--- src/rtl/sceg_pkg.sv ---
package sceg_pkg;

    typedef enum logic [1:0] {
        GS_PASS    = 2'd0,
        GS_GRACE   = 2'd1,
        GS_LOCKED  = 2'd2,
        GS_RECOVER = 2'd3
    } guard_state_e;

    typedef struct packed {
        guard_state_e st;
        logic         latched;
    } guard_regs_t;

endpackage

--- src/rtl/sceg_sync.sv ---
module sceg_sync #(
    parameter int   STAGES  = 2,
    parameter logic RST_VAL = 1'b1
) (
    input  logic clk,
    input  logic rst_n,
    input  logic d_i,
    output logic q_o
);
    logic [STAGES-1:0] chain_d, chain_q;

    generate
        if (STAGES == 1) begin : g_one
            always_comb chain_d = d_i;
        end else begin : g_many
            always_comb chain_d = {chain_q[STAGES-2:0], d_i};
        end
    endgenerate

    always_ff @(posedge clk or negedge rst_n) begin
        if (!rst_n) chain_q <= {STAGES{RST_VAL}};
        else        chain_q <= chain_d;
    end

    assign q_o = chain_q[STAGES-1];
endmodule

--- src/rtl/sceg_timer.sv ---
module sceg_timer #(
    parameter int CW = 6
) (
    input  logic          clk,
    input  logic          rst_n,
    input  logic          clr_i,
    input  logic          inc_i,
    output logic [CW-1:0] cnt_o
);
    logic [CW-1:0] cnt_d, cnt_q;

    always_comb begin
        cnt_d = cnt_q;
        if (clr_i)      cnt_d = '0;
        else if (inc_i) cnt_d = cnt_q + 1'b1;
    end

    always_ff @(posedge clk or negedge rst_n) begin
        if (!rst_n) cnt_q <= '0;
        else        cnt_q <= cnt_d;
    end

    assign cnt_o = cnt_q;
endmodule

--- src/rtl/sram_ce_guard.sv ---
module sram_ce_guard
    import sceg_pkg::*;
#(
    parameter int GRACE_CYCLES   = 8,
    parameter int RECOVER_CYCLES = 32,
    parameter int SYNC_STAGES    = 2
) (
    input  logic clk,
    input  logic rst_n,
    input  logic pwr_fail_i,
    input  logic ce_in_n,
    output logic ce_out_n
);
    localparam int MAXC = (GRACE_CYCLES > RECOVER_CYCLES) ? GRACE_CYCLES : RECOVER_CYCLES;
    localparam int CW   = $clog2(MAXC + 1);
    localparam logic [CW-1:0] GRACE_LAST   = CW'(GRACE_CYCLES - 1);
    localparam logic [CW-1:0] RECOVER_LAST = CW'(RECOVER_CYCLES - 1);

    guard_regs_t   r_d, r_q;
    logic          pf_sync;
    logic          tmr_clr, tmr_inc;
    logic [CW-1:0] tmr_cnt;
    guard_state_e  st_now;
    logic          out_n;

    sceg_sync #(.STAGES(SYNC_STAGES), .RST_VAL(1'b1)) u_sync (
        .clk   (clk),
        .rst_n (rst_n),
        .d_i   (pwr_fail_i),
        .q_o   (pf_sync)
    );

    sceg_timer #(.CW(CW)) u_timer (
        .clk   (clk),
        .rst_n (rst_n),
        .clr_i (tmr_clr),
        .inc_i (tmr_inc),
        .cnt_o (tmr_cnt)
    );

    always_comb begin
        r_d     = r_q;
        tmr_clr = 1'b0;
        tmr_inc = 1'b0;
        out_n   = 1'b1;
        unique case (r_q.st)
            GS_PASS: begin
                out_n = ce_in_n;
                if (pf_sync) begin
                    tmr_clr = 1'b1;
                    if (ce_in_n) begin
                        r_d.st      = GS_LOCKED;
                        r_d.latched = 1'b1;
                    end else begin
                        r_d.st = GS_GRACE;
                    end
                end
            end
            GS_GRACE: begin
                out_n = ce_in_n;
                if (ce_in_n || (tmr_cnt == GRACE_LAST)) begin
                    r_d.st      = GS_LOCKED;
                    r_d.latched = 1'b1;
                end else begin
                    tmr_inc = 1'b1;
                end
            end
            GS_LOCKED: begin
                if (!pf_sync) begin
                    r_d.st  = GS_RECOVER;
                    tmr_clr = 1'b1;
                end
            end
            GS_RECOVER: begin
                if (pf_sync) begin
                    r_d.st = GS_LOCKED;
                end else if (tmr_cnt == RECOVER_LAST) begin
                    r_d.st      = GS_PASS;
                    r_d.latched = 1'b0;
                end else begin
                    tmr_inc = 1'b1;
                end
            end
            default: r_d.st = GS_LOCKED;
        endcase
    end

    always_ff @(posedge clk or negedge rst_n) begin
        if (!rst_n) r_q <= '{st: GS_LOCKED, latched: 1'b1};
        else        r_q <= r_d;
    end

    assign st_now   = r_q.st;
    assign ce_out_n = out_n;
endmodule

--- config.mk ---
export PLATFORM = sky130hd
export DESIGN_NAME = sram_ce_guard
export DESIGN_NICKNAME = d
export VERILOG_FILES = /design/src/rtl/sceg_pkg.sv /design/src/rtl/sceg_sync.sv /design/src/rtl/sceg_timer.sv /design/src/rtl/sram_ce_guard.sv
export SDC_FILE = /design/constraint.sdc
export NUM_CORES = 1
export LEC_CHECK = 0
export BUFFER_PORTS_ARGS = -buffer_cell sky130_fd_sc_hd__buf_2
export CAP_MARGIN = 25
export CELL_PAD_IN_SITES_DETAIL_PLACEMENT = 0
export CELL_PAD_IN_SITES_GLOBAL_PLACEMENT = 1
export CORE_UTILIZATION = 43
export DETAILED_ROUTE_END_ITERATION = 8
export PLACE_DENSITY_LB_ADDON = 0.08
export SLEW_MARGIN = 20
export SYNTH_ARGS = -nofsm -noshare
export SYNTH_HDL_FRONTEND = slang
export SYNTH_SLANG_ARGS = --single-unit
--- constraint.sdc ---
create_clock -name clk -period 1.6 [get_ports clk]
set_input_delay 0.08 -clock clk [delete_from_list [all_inputs] [get_ports clk]]
set_output_delay 0.08 -clock clk [all_outputs]
set_load 0.005 [all_outputs]
==> flow_summary.toml, run 1 <==
[yosys]
synth_flop_cell = "dfrtp_1"
synth_edf_count = 0
synthesis.nets = 57
yosysTopAreaCell = "dfrtp_1"
synth_seq_cells = 10
async_flop_share_pct = 100
synthAdderAreaFrac_pct = 2.14
syn-cell-area_um2 = 584
synth-xor-area-share_pct = 0
synthCells = 52
muxShareOfSynthArea_pct = 6.85
synth_top_area_share_pct = 30.0
yosys_warnings = 0
ys_seq_area_share_pct = 43.5
synth_compound_area_share_pct = 26.1
synth_top_cells_by_area = "dfrtp_1 30%, dfstp_2 13%, mux2i_1 6.9%"
synth-simple-area-share_pct = 18.8
yosys.cell_types.count = 31
synth_top_family_by_area = "compound AO/OA/AOI/OAI gates"
avgSynthCellArea_um2 = 11.2

[power]
p_leak_nw = 0.309
vdd_drop_max_uv = 555
finalPower_uw = 690
p_per_area_nw_per_um2 = 1010

[route]
drcViolationCount = 0
vias = 434
wl_per_cell_um = 13.4
firstDrtPassIters = 4
drt-initial-drc-count = 4
postRouteAntennaNets = 0
drt_wl_total_um = 1030
vias_per_cell = 5.64

[placed_design]
placed_cell_area_um2 = 629
io_buffers = 4
dp_hpwl_um = 773
gp_congestion = 0.798
place_inst = 71
pre_cts_ws_ps = 150

[finish]
nFillCells = 110
final_cell_mix = "7 x dfrtp_1, 5 x nand2_1, 4 x mux2i_1, 4 x buf_2"
antenna_cells = 0
drive_above_1_share_pct = 33.3
stdcell_count = 77
design_area_um2 = 686
fin_nets = 69
final_common_cell = "dfrtp_1"
synthToLayoutAreaGrowth_pct = 17.3

[timing]
slew_headroom_pct = 79.8
worst_slack_ps = 135
tightest_slew_ps = 303
hold_violations = 0
min_period_ps = 1470
slew_viol_final = 0
fin_worst_skew_ps = 7.68
tns_ps = 0
setup_viol = 0
fmax_mhz = 683
post-route-period-util_pct = 91.6
rsz0062_at_grt = "false"

[die]
start_util_pct = 49.3
rows = 12
io_pins = 5
die_area_um2 = 1510
die_h_um = 38.9
core_um2 = 1190
die_w_um = 38.9

[global_route]
antenna_found_initial = 0
grt_overflow = 0
grt_max_degree = 11
grt_pass1_vias = 402
grt_pass1_wl_um = 1770
grt_use_total_pct = 18.1

[clock_network]
ctsHtreeMaxLevel = 1
clkSinkCount = 10
cts_tree = "built"
cts_setup_buffers = 0
clk_pin_slew_worst_paths_ps = 70
cts_buffer_depth = 2
insertion_delay_ps = 270
numCtsBuffers = 3
cts-root-buf = "clkbuf_4"

[run_status]
status = "completed"

[critical_path]
crit_cells = 5
crit_family = "flip-flops"
cp_num_buf_inv = 1
path_cells = "nor2_4 > inv_2 > a22oi_4 > o311ai_4 > mux2i_1"
required_ps = 1790
rr_worst_depth = 5
setup.worst_path.start_class = "register"
crit_fanout = 7
startpoint = "st_now[1]"
cp_slowest_cell = "dfstp_2"
cp-end-kind = "register"
regToRegStartpoint = "st_now[1]"
crit_path_max_incr_delay_ps = 590
path_class = "reg2reg"
critPathArrivalTime_ps = 1650

[min_path]
hold_path_depth = 4
hold_path.class = "in2reg"
min-delay-start = "ce_in_n"

[flow_run]
maxCapViolCount = 0
-- cell usage after synthesis (2+ instances only) --
| cell type | instances |
|---|---|
| o2111ai_1 | 2 |
| nand2_1 | 5 |
| dfstp_2 | 3 |
| nor3_1 | 2 |
| mux2i_1 | 4 |
| inv_1 | 3 |
| dfrtp_1 | 7 |
| and3_1 | 3 |
-- final timing paths --
path	to	slack [ps]
max in group asynchronous	st_now[1]	1150
hold reg to reg	u_sync.chain_q[1]	350
setup reg to reg	u_timer.cnt_o[3]	130
min in group asynchronous	st_now[0]	190
hold / removal	st_now[0]	140
setup / recovery	u_timer.cnt_o[3]	130
-- kinds of logic after synthesis --
kind of cell	Yosys count
simple gates	19
compound gates	14
flops	10
buf+inv	4
mux	4
fa+ha+maj	1
-- layout make-up --
type	instances	area, um2	area share, %
inverter	4	15.0	2.19
sequential	10	254	37.0
clock buffer	4	36.3	5.29
tap	14	17.5	2.55
multi-input combinational	38	315	46.0
timing repair buffer	7	47.5	6.93
-- flip-flops by register name, indices dropped and copies added, names as in the netlist --
name	count
u_timer.cnt_o	6
st_now	2
u_sync.chain_q	2
-- metal layers --
layer	wire [um]	vias up	GRT usage (%)	share of wire, %
li1	-	214	-	-
met1	478	211	22.8	46
met2	484	7	27.9	47
met3	58	2	9.25	5.6
met4	12	0	2.59	1.2
met5	0	-	0	0
-- where the power goes --
| part | internal, mW | switching (mW) |
|---|---|---|
| clock network | 0.138 | 0.0920 |
| registers | 0.292 | 0.0345 |
| logic | 0.0585 | 0.0756 |
| total | 0.488 | 0.202 |
-- worst min-delay path, cell delays in order --
cell and delay, ps:
buf_2 110, nor2_4 50, o21ai_0 60, a21oi_1 70
-- repair_timing --
item                                   4_1_cts  5_1_grt
endpoints found under the hold margin       11        0
hold buffers                                 2        0
resized for setup                            0        0
-- per-stage QoR --
stage / utilization (%) / hold slack (ps)
floorplan: - / -216
global placement: 53.1 / -54.8
detailed placement: 53.1 / -47.5
CTS: 57.8 / 145
global route: 57.8 / 166
finish: 57.8 / 144
Power figures use the tool's default switching activity.
==> inputs of run 2 (changes only) <==
GPL_TIMING_DRIVEN = 0   (was unset)
==> run 2 against run 1 <==
Register-to-register slack is essentially flat. Cell count shrank 1.3%. Clock power shrank 24%. Total power shrank 8.6%. First-iteration DRC count shrank 50%. Sequential share of layout area grew 0.76 points. Combinational power is essentially flat. Worst hold slack gained 5.1 ps. Global-route usage shrank 0.42 points. Critical path depth shrank 1. Via count shrank 2.8%. Fmax is essentially flat. Largest cell class unchanged. Highest routed layer unchanged.
==> flow_summary.toml, run 2 (synthesis results as in run 1) <==
[placed_design]
place_inst = 70
io_buffers = 4
gp_congestion = 0.791
dp_hpwl_um = 776
pre_cts_ws_ps = 135
placed_cell_area_um2 = 622

[die]
die_w_um = 38.9
die_h_um = 38.9
core_um2 = 1190
rows = 12
die_area_um2 = 1510
io_pins = 5
start_util_pct = 49.3

[route]
vias_per_cell = 5.55
met1Wirelength_um = 461
drt_wl_total_um = 1020
drcViolationCount = 0
route.met3.wl_um = 18
firstDrtPassIters = 3
drt-initial-drc-count = 2
top_layer = "met4"
met2_length_um = 528
wl_per_cell_um = 13.4
postRouteAntennaNets = 0
vias = 422

[critical_path]
setup.worst_path.start_class = "register"
path_class = "reg2reg"
crit_fanout = 7
required_ps = 1750
rr_worst_depth = 4
rr_endpoint = "u_timer.cnt_o[2]"
cp-end-kind = "register"
critPathArrivalTime_ps = 1610
regToRegStartpoint = "st_now[1]"
reg2reg_slack_ps = 140

[clock_network]
clk_pin_slew_worst_paths_ps = 60
cts_tree = "built"
cts_buffer_depth = 2
ctsHtreeMaxLevel = 1
insertion_delay_ps = 260
cts-root-buf = "clkbuf_4"
numCtsBuffers = 3
clkSinkCount = 10

[power]
p_leak_nw = 0.299
vdd_drop_max_uv = 578
finalPower_uw = 631
p_per_area_nw_per_um2 = 939

[finish]
nFillCells = 100
final_core_utilization_pct = 56.6
largest_reg_flops = 6
antenna_cells = 0
design_area_um2 = 672
fin_nets = 68
drive_above_1_share_pct = 32.3
stdcell_count = 76
synthToLayoutAreaGrowth_pct = 15.0
final_cell_mix = "7 x dfrtp_1, 5 x nand2_1, 4 x mux2i_1, 4 x buf_2"
final_common_cell = "dfrtp_1"

[global_route]
grt_pass1_vias = 403
grt_max_degree = 11
grt_overflow = 0
antenna_found_initial = 0
grt_use_total_pct = 17.6
grt_pass1_wl_um = 1740

[timing]
fin_worst_skew_ps = 2.24
whs_ps = 149
slew_viol_final = 0
worst_slack_ps = 136
tightest_slew_ps = 311
setup_viol = 0
tns_ps = 0
min_period_ps = 1460
fmax_mhz = 683
post-route-period-util_pct = 91.5
rsz0062_at_grt = "false"
hold_violations = 0
slew_headroom_pct = 79.3

[min_path]
hold_path_depth = 4
hold_path.class = "in2reg"
min-delay-start = "ce_in_n"
whs_endpoint = "st_now[0]"

[flow_run]
maxCapViolCount = 0

[run_status]
status = "completed"
==> run 2: critical path, cell delays in order, from the launching register on <==
cell       delay, ps
dfstp_2          580
nand2b_2         130
a22oi_4          310
o2111ai_1        150
and3_1           180
==> run 2: report_power, final <==
part	internal, mW	leakage, nW	switching (mW)
logic	0.0561	0.160	0.0757
registers	0.292	0.124	0.0335
clock network	0.0960	0.0150	0.0781
==> run 2: layout make-up <==
cell class	count	area (um2)	area share (%)
multi-input cells	38	319	47.5
flip-flops and latches	10	254	37.8
repair buffers	6	40.0	5.96
clock buffers	4	26.3	3.91
well taps	14	17.5	2.61
inverters	4	15.0	2.23
==> run 2: per-layer routing <==
metal,GRT usage (%),vias up
met5,0,-
met4,10.3,0
met3,1.73,2
met2,29.6,4
met1,21.6,199
li1,-,217
==> run 2: what timing repair did <==
item / 4_1_cts / 5_1_grt
hold buffers: 2 / 0
endpoints found under the hold margin: 11 / 0
buffers inserted: 0 / 0
gates resized for setup: 0 / 1
setup endpoints to repair: 0 / 1
==> run 2: worst max path at each step <==
stage                                  from                to  slack (ps)  cells past startpoint
after floorplan                   st_now[1]  u_timer.cnt_o[3]         240                      5
after global placement            st_now[1]  u_timer.cnt_o[2]         170                      4
after detailed placement          st_now[1]  u_timer.cnt_o[3]         140                      5
after CTS                         st_now[1]  u_timer.cnt_o[3]         120                      5
after global routing      u_sync.chain_q[1]  u_timer.cnt_o[3]          30                      4
final                             st_now[1]  u_timer.cnt_o[2]         140                      4
